File: config.mk
export PLATFORM = sky130hd
export DESIGN_NAME = spi3_cfg_port
export DESIGN_NICKNAME = d
export VERILOG_FILES = /design/src/rtl/spi3_pkg.sv /design/src/rtl/spi3_sync.sv /design/src/rtl/spi3_frame.sv /design/src/rtl/spi3_regfile.sv /design/src/rtl/spi3_cfg_port.sv
export SDC_FILE = /design/constraint.sdc
export NUM_CORES = 1
export LEC_CHECK = 0
export BUFFER_PORTS_ARGS = -buffer_cell sky130_fd_sc_hd__buf_2
export CAP_MARGIN = 20
export CORE_ASPECT_RATIO = 0.6
export CORE_MARGIN = 1
export CORE_UTILIZATION = 25
export CTS_CLUSTER_DIAMETER = 30
export CTS_CLUSTER_SIZE = 16
export DETAILED_ROUTE_END_ITERATION = 7
export GPL_TIMING_DRIVEN = 0
export PLACE_DENSITY = 0.54
export SYNTH_ARGS = -nofsm -noshare
export SYNTH_HDL_FRONTEND = slang
export SYNTH_HIERARCHICAL = 1
export SYNTH_SLANG_ARGS = --single-unit
File: constraint.sdc
create_clock -name clk_i -period 3.4 [get_ports clk_i]
set_input_delay 0.85 -clock clk_i [delete_from_list [all_inputs] [get_ports clk_i]]
set_output_delay 0.85 -clock clk_i [all_outputs]
set_load 0.02 [all_outputs]
File: src/rtl/spi3_pkg.sv
package spi3_pkg;
  localparam int ADDR_W        = 7;
  localparam int BYTE_W        = 8;
  localparam int CTRL_RDEN_BIT = 7;
  localparam int CTRL_LSB_BIT  = 6;

  typedef enum logic {
    PH_INSTR = 1'b0,
    PH_DATA  = 1'b1
  } phase_e;
endpackage

File: src/rtl/spi3_sync.sv
module spi3_sync #(
  parameter int             WIDTH   = 3,
  parameter int             STAGES  = 2,
  parameter logic [WIDTH-1:0] RST_VAL = '0
) (
  input  logic             clk_i,
  input  logic             rst_ni,
  input  logic [WIDTH-1:0] d_i,
  output logic [WIDTH-1:0] q_o
);
  logic [WIDTH-1:0] stg [STAGES];

  for (genvar s = 0; s < STAGES; s++) begin : g_stage
    always_ff @(posedge clk_i or negedge rst_ni) begin
      if (!rst_ni)     stg[s] <= RST_VAL;
      else if (s == 0) stg[s] <= d_i;
      else             stg[s] <= stg[(s > 0) ? s - 1 : 0];
    end
  end

  assign q_o = stg[STAGES-1];
endmodule

File: src/rtl/spi3_frame.sv
module spi3_frame
  import spi3_pkg::*;
(
  input  logic              clk_i,
  input  logic              rst_ni,
  input  logic              sclk_s_i,
  input  logic              cs_s_i,
  input  logic              sdi_s_i,
  input  logic              lsb_first_i,
  input  logic              rden_i,
  input  logic [BYTE_W-1:0] rd_data_i,
  output logic [ADDR_W-1:0] rd_addr_o,
  output logic              wr_en_o,
  output logic [ADDR_W-1:0] wr_addr_o,
  output logic [BYTE_W-1:0] wr_data_o,
  output logic              sdio_o,
  output logic              sdio_oe_o
);
  logic              sclk_d;
  logic              rise, fall, byte_done;
  logic [2:0]        bit_cnt;
  logic [BYTE_W-1:0] sh_q, nxt_sh, tx_q;
  logic [ADDR_W-1:0] addr_q, addr_step;
  phase_e            phase_q;
  logic              rw_q, out_q, oe_q;

  always_ff @(posedge clk_i or negedge rst_ni) begin
    if (!rst_ni) sclk_d <= 1'b0;
    else         sclk_d <= sclk_s_i;
  end

  assign rise      = sclk_s_i & ~sclk_d & ~cs_s_i;
  assign fall      = ~sclk_s_i & sclk_d & ~cs_s_i;
  assign byte_done = rise && (bit_cnt == 3'd7);
  assign nxt_sh    = lsb_first_i ? {sdi_s_i, sh_q[BYTE_W-1:1]}
                                 : {sh_q[BYTE_W-2:0], sdi_s_i};
  // step follows the order of the byte just completed
  assign addr_step = lsb_first_i ? addr_q + 1'b1 : addr_q - 1'b1;
  assign rd_addr_o = (phase_q == PH_INSTR) ? nxt_sh[ADDR_W-1:0] : addr_step;

  assign wr_en_o   = byte_done && (phase_q == PH_DATA) && !rw_q;
  assign wr_addr_o = addr_q;
  assign wr_data_o = nxt_sh;

  always_ff @(posedge clk_i or negedge rst_ni) begin
    if (!rst_ni) begin
      bit_cnt <= '0;
      sh_q    <= '0;
      tx_q    <= '0;
      addr_q  <= '0;
      phase_q <= PH_INSTR;
      rw_q    <= 1'b0;
      out_q   <= 1'b0;
      oe_q    <= 1'b0;
    end else if (cs_s_i) begin
      bit_cnt <= '0;
      phase_q <= PH_INSTR;
      rw_q    <= 1'b0;
      oe_q    <= 1'b0;
    end else begin
      if (rise) begin
        bit_cnt <= bit_cnt + 1'b1;
        sh_q    <= nxt_sh;
      end
      if (byte_done) begin
        if (phase_q == PH_INSTR) begin
          phase_q <= PH_DATA;
          rw_q    <= nxt_sh[BYTE_W-1];
          addr_q  <= nxt_sh[ADDR_W-1:0];
          if (nxt_sh[BYTE_W-1]) tx_q <= rd_data_i;
        end else begin
          addr_q <= addr_step;
          if (rw_q) tx_q <= rd_data_i;
        end
      end
      if (fall && phase_q == PH_DATA && rw_q) begin
        out_q <= lsb_first_i ? tx_q[0] : tx_q[BYTE_W-1];
        tx_q  <= lsb_first_i ? {1'b0, tx_q[BYTE_W-1:1]} : {tx_q[BYTE_W-2:0], 1'b0};
        oe_q  <= rden_i;
      end
    end
  end

  assign sdio_o    = out_q;
  assign sdio_oe_o = oe_q;

  p_oe_off_cs_r4: assert property (@(posedge clk_i) disable iff (!rst_ni)
    cs_s_i |=> !sdio_oe_o);
  p_oe_needs_rden_r8: assert property (@(posedge clk_i) disable iff (!rst_ni)
    sdio_oe_o |-> rden_i);
  p_instr_to_data_r1: assert property (@(posedge clk_i) disable iff (!rst_ni)
    (byte_done && phase_q == PH_INSTR) |=> (phase_q == PH_DATA && rw_q == $past(nxt_sh[BYTE_W-1])));
  p_addr_dec_r6: assert property (@(posedge clk_i) disable iff (!rst_ni)
    (byte_done && phase_q == PH_DATA && !lsb_first_i) |=> addr_q == ADDR_W'($past(addr_q) - 1'b1));
  p_addr_inc_r6: assert property (@(posedge clk_i) disable iff (!rst_ni)
    (byte_done && phase_q == PH_DATA && lsb_first_i) |=> addr_q == ADDR_W'($past(addr_q) + 1'b1));
endmodule

File: src/rtl/spi3_regfile.sv
module spi3_regfile
  import spi3_pkg::*;
#(
  parameter int NUM_REGS = 8
) (
  input  logic                       clk_i,
  input  logic                       rst_ni,
  input  logic                       wr_en_i,
  input  logic [ADDR_W-1:0]          wr_addr_i,
  input  logic [BYTE_W-1:0]          wr_data_i,
  input  logic [ADDR_W-1:0]          rd_addr_i,
  output logic [BYTE_W-1:0]          rd_data_o,
  output logic [NUM_REGS*BYTE_W-1:0] regs_o,
  output logic [NUM_REGS-1:0]        wr_stb_o
);
  localparam int IDX_W = $clog2(NUM_REGS);

  logic [BYTE_W-1:0] mem [NUM_REGS];

  for (genvar i = 0; i < NUM_REGS; i++) begin : g_reg
    logic hit;
    assign hit = wr_en_i && (wr_addr_i == ADDR_W'(i));

    always_ff @(posedge clk_i or negedge rst_ni) begin
      if (!rst_ni) begin
        mem[i]      <= '0;
        wr_stb_o[i] <= 1'b0;
      end else begin
        wr_stb_o[i] <= hit;
        if (hit) mem[i] <= wr_data_i;
      end
    end

    assign regs_o[i*BYTE_W +: BYTE_W] = mem[i];

    p_reg_hold_r5: assert property (@(posedge clk_i) disable iff (!rst_ni)
      !$stable(mem[i]) |-> wr_stb_o[i]);
  end

  always_comb begin
    rd_data_o = '0;
    if (int'(rd_addr_i) < NUM_REGS) rd_data_o = mem[rd_addr_i[IDX_W-1:0]];
  end

  p_stb_onehot_r5: assert property (@(posedge clk_i) disable iff (!rst_ni)
    $onehot0(wr_stb_o));
endmodule

File: src/rtl/spi3_cfg_port.sv
module spi3_cfg_port
  import spi3_pkg::*;
#(
  parameter int NUM_REGS    = 8,
  parameter int SYNC_STAGES = 2
) (
  input  logic                       clk_i,
  input  logic                       rst_ni,
  input  logic                       sclk_i,
  input  logic                       cs_ni,
  input  logic                       sdio_i,
  output logic                       sdio_o,
  output logic                       sdio_oe_o,
  output logic [NUM_REGS*BYTE_W-1:0] regs_o,
  output logic [NUM_REGS-1:0]        wr_stb_o
);
  logic [2:0]        pins_s;
  logic              wr_en;
  logic [ADDR_W-1:0] wr_addr, rd_addr;
  logic [BYTE_W-1:0] wr_data, rd_data;

  spi3_sync #(.WIDTH(3), .STAGES(SYNC_STAGES), .RST_VAL(3'b010)) u_sync (
    .clk_i  (clk_i),
    .rst_ni (rst_ni),
    .d_i    ({sdio_i, cs_ni, sclk_i}),
    .q_o    (pins_s)
  );

  spi3_frame u_frame (
    .clk_i       (clk_i),
    .rst_ni      (rst_ni),
    .sclk_s_i    (pins_s[0]),
    .cs_s_i      (pins_s[1]),
    .sdi_s_i     (pins_s[2]),
    .lsb_first_i (regs_o[CTRL_LSB_BIT]),
    .rden_i      (regs_o[CTRL_RDEN_BIT]),
    .rd_data_i   (rd_data),
    .rd_addr_o   (rd_addr),
    .wr_en_o     (wr_en),
    .wr_addr_o   (wr_addr),
    .wr_data_o   (wr_data),
    .sdio_o      (sdio_o),
    .sdio_oe_o   (sdio_oe_o)
  );

  spi3_regfile #(.NUM_REGS(NUM_REGS)) u_regs (
    .clk_i     (clk_i),
    .rst_ni    (rst_ni),
    .wr_en_i   (wr_en),
    .wr_addr_i (wr_addr),
    .wr_data_i (wr_data),
    .rd_addr_i (rd_addr),
    .rd_data_o (rd_data),
    .regs_o    (regs_o),
    .wr_stb_o  (wr_stb_o)
  );
endmodule

==> run_results.csv <==
group,metric,value,unit
grt,global_route.overflow_total,0,
grt,grt_pass1_vias,3845,
logic_synthesis,sequential_element_share_of_the_synthesized_area,51.8,%
sta,period_share,94.8,%
outcome,run_status,"finished clean",
floorplan,placeableCoreArea,20300,um2
critical_path,critical_path_class,"reg -> reg",
critical_path,cp_slowest_cell,"fa_2",
floorplan,die-height,114,um
grt,grt_antenna_before_repair,0,
floorplan,floorplan.initialDensity,25.9,%
sta,maxSlewHeadroom,47.7,%
logic_synthesis,synth_top_family_by_area,"multiplexers",
clock_tree,clk_path_buf_depth,2,
critical_path,critical_path_depth,15,
critical_path,crit_arrival,3.50,ns
sta,finalSetupViolCount,0,
final_layout,area_delta_synth_final,23.2,%
route,drc,0,
logic_synthesis,synth.top_cell.area_share,50.8,%
critical_path,worst_ep_required_time,3.67,ns
placed_design,dp_hpwl,10700,um
clock_tree,cts-hold-fix-buffers,0,
clock_tree,tritoncts_num_sinks,109,
logic_synthesis,netlist_top_cells_area,"dfrtp_1 51%, mux2_2 16%, mux4_2 6.8%",
logic_synthesis,postSynth.topFlopCell,"dfrtp_1",
logic_synthesis,postSynthRegisterBits,109,
sta,finalHoldViolCount,0,
placed_design,globalplace.congestion,0.814,
logic_synthesis,synth_mux_area_share,26.1,%
worst_hold_path,hold_path.class,"reg -> reg",
route,vias_per_cell,4.73,
final_layout,final_layout_size_suffix_gt1_share,47.1,%
route,drt_pre_antenna_iters,4,
floorplan,io_pins,79,
pwr,power.leakage,0.00319,uW
logic_synthesis,netlist.top_cell.by_area,"dfrtp_1",
route,dr_total_vias,3689,
route,drt-wirelength-per-cell,18.9,um
critical_path,path_delay_family,"compound AO/OA/AOI/OAI gates",
sta,post-route-min-period,3.22,ns
logic_synthesis,synth-compound-area-share,5.49,%
critical_path,cells_along_the_critical_path,"buf_6 -> inv_2 -> fa_2 -> a211oi_4 -> or3b_1 -> nand3_1 -> xnor2_1 -> mux2_2 -> nor4_4 -> buf_4 -> buf_6 -> nand3_1 -> o21ai_2 -> a21oi_1 -> o21ai_1",
critical_path,cp-end-kind,"flip-flop",
critical_path,timing.critical_path.from_type,"flip-flop",
grt,first_pass_grt_wire_length,23100,um
floorplan,floorplan.die.width,189,um
grt,grt_start_max_net_pins,68,
route,drt_wl_total,14700,um
critical_path,slowest_delay,0.46,ns
final_layout,insertedDiodeCount,0,
sta,clock-skew-final,0.0117,ns
logic_synthesis,mappedNetlistNets,419,
logic_synthesis,synth_enable_flop_cells,0,
critical_path,worstPathMaxFanout,10,
clock_tree,root_buffer,"clkbuf_16",
critical_path,critical_path.n_buffers_inverters,4,
floorplan,core.rowCount,40,
sta,max_clock_freq,0.310,GHz
final_layout,post-route-cell-area,6490,um2
clock_tree,cts_buffers,9,
logic_synthesis,avgSynthCellArea,13.0,um2
route,detail_route.iter0.violations,187,
flow_run,drv_cap,0,
critical_path,r2r.worst_path.cells,15,
placed_design,port_buffers,78,
logic_synthesis,synthesis.area,5270,um2
sta,final_max_slew_viol_count,0,
floorplan,fp.dieArea,21700,um2
logic_synthesis,synth_simple_gate_area_share,10.0,%
pwr,vdd.ir_drop.worst,0.260,mV
route,ant_nets,0,
logic_synthesis,synth_fa_ha_area_share,2.04,%
logic_synthesis,async_reset_ff_share,100,%
logic_synthesis,netlist_instances,406,
clock_tree,clk_pin_slew,0.08,ns
clock_tree,clock_insertion_delay_worst_skew,0.36,ns
sta,tightest_slew,0.783,ns
placed_design,post_dp_cell_area,6040,um2
pwr,total_power,2770,uW
clock_tree,number_of_h_tree_levels,3,
worst_hold_path,hold_depth,0,
final_layout,finish.net_count,515,
pwr,powerDensity,426,nW/um2
clock_tree,cts_tree,"done",
logic_synthesis,yosys_warns,6,
grt,grt_use_total,14.2,%
logic_synthesis,synthDistinctLibCells,50,
logic_synthesis,yosys.area_share.xor_xnor,0.665,%
[Yosys cell counts (2+ instances only)]
| cell type | n |
|---|---|
| a21oi_1 | 20 |
| and4b_1 | 2 |
| buf_2 | 7 |
| buf_4 | 4 |
| buf_6 | 3 |
| clkbuf_1 | 7 |
| dfrtp_1 | 107 |
| dfstp_2 | 2 |
| ha_1 | 7 |
| inv_1 | 18 |
| mux2_2 | 77 |
| mux2i_1 | 15 |
| mux4_2 | 16 |
| nand2_1 | 15 |
| nand2b_1 | 2 |
| nand3_1 | 12 |
| nand4_2 | 2 |
| nand4b_2 | 2 |
| nor2_1 | 28 |
| nor2b_1 | 2 |
| nor3_1 | 2 |
| nor3b_1 | 4 |
| nor4b_4 | 2 |
| o21ai_0 | 14 |
| o21ai_1 | 8 |
| o21ai_2 | 2 |
| xnor2_1 | 3 |
[timing repair]
| action | CTS | global route |
|---|---|---|
| endpoints found under the setup margin | 8 | 72 |
| resized for setup | 14 | 11 |
| pin swaps | 1 | 3 |
| buffers inserted | 2 | 5 |
[layout make-up]
cell class,count,area (um2)
Tap cell,273,342
Multi-Input combinational cell,256,2410
Sequential cell,109,2730
Clock buffer,11,253
Clock inverter,5,66.3
Fill cell,2104,13800
Buffer,21,126
Inverter,19,71.3
Timing Repair Buffer,86,489
[sequential cells by signal (all words and copies together), names as in the netlist, 3 cells and up]
signal	flops
u_frame/bit_cnt	3
u_frame/sh_q	8
u_frame/tx_q	8
u_frame/wr_addr_o	7
u_regs/regs_o	64
u_regs/wr_stb_o	8
u_sync/q_o	3
u_sync/stg	3
[worst reg2reg max path: stages, from the launching register on]
cell and delay, ns:
dfrtp_2 0.39, buf_6 0.16, inv_2 0.12, fa_2 0.46, a211oi_4 0.29, or3b_1 0.15, nand3_1 0.14, xnor2_1 0.16
mux2_2 0.30, nor4_4 0.20, buf_4 0.17, buf_6 0.15, nand3_1 0.10, o21ai_2 0.14, a21oi_1 0.09, o21ai_1 0.13
[cells in the final DEF (no fill, tap or decap), types with 3 or more instances in the layout]
master / netlist / layout
xnor2_1: 3 / 3
mux2_2: 77 / 77
o21ai_2: 2 / 7
nand2_1: 15 / 15
clkbuf_16: 0 / 9
buf_2: 7 / 84
dfrtp_1: 107 / 106
nor4b_4: 2 / 3
ha_1: 7 / 5
clkbuf_1: 7 / 5
o21ai_0: 14 / 7
mux4_2: 16 / 16
nor3b_1: 4 / 4
inv_1: 18 / 18
nor2_1: 28 / 28
mux2i_1: 15 / 15
a21oi_1: 20 / 20
buf_6: 3 / 4
nand3_1: 12 / 12
buf_4: 4 / 10
o21ai_1: 8 / 10
[power by group]
| part | leakage, uW | internal [uW] | switching [uW] |
|---|---|---|---|
| logic | 0.00156 | 86.9 | 203 |
| registers | 0.00148 | 1330 | 24.3 |
| clock network | 0.000154 | 621 | 499 |
[layer usage]
| metal | vias to the layer above | GRT usage (%) | part of all wire (%) |
|---|---|---|---|
| met3 | 4 | 4.29 | 6.9 |
| met2 | 104 | 20.1 | 43 |
| met5 | - | 0 | 0 |
| li1 | 1659 | - | - |
| met1 | 1922 | 21.4 | 50 |
| met4 | 0 | 2.37 | 0.35 |
[logic make-up (layout without fill, tap and decap cells)]
kind of cell	after synthesis	after routing
simple gates	85	85
xor+xnor	4	4
fa+ha+maj	8	8
compound gates	51	51
flops	109	109
buf+inv	41	142
mux	108	108
[through the flow]
step                hold slack [ns]  std cells  setup slack [ns]  util (%)  TNS (ns)
floorplan                     0.331        406             0.115         -         0
global placement              0.340        757            -0.864      29.6     -5.92
detailed placement            0.335        758            -0.929      29.7     -6.43
CTS                           0.357        776            0.0127      31.5         0
global route                  0.366        780           -0.0117      32.0   -0.0117
finish                        0.357        780             0.175      32.0         0
[final timing paths]
| path | start | slack, ns | to |
|---|---|---|---|
| worst max register to register | u_regs/regs_o[6] | 0.18 | u_frame/tx_q[4] |
| min in group asynchronous | rst_ni | 0.50 | u_sync/stg[3] |
| worst min register to register | u_sync/stg[4] | 0.36 | u_sync/q_o[1] |
| worst max-delay path | u_regs/regs_o[6] | 0.18 | u_frame/tx_q[4] |
| worst min-delay path | u_sync/stg[4] | 0.36 | u_sync/q_o[1] |
| max in group asynchronous | rst_ni | 2.15 | u_regs/regs_o[12] |
(Power assumes the default switching activity.)
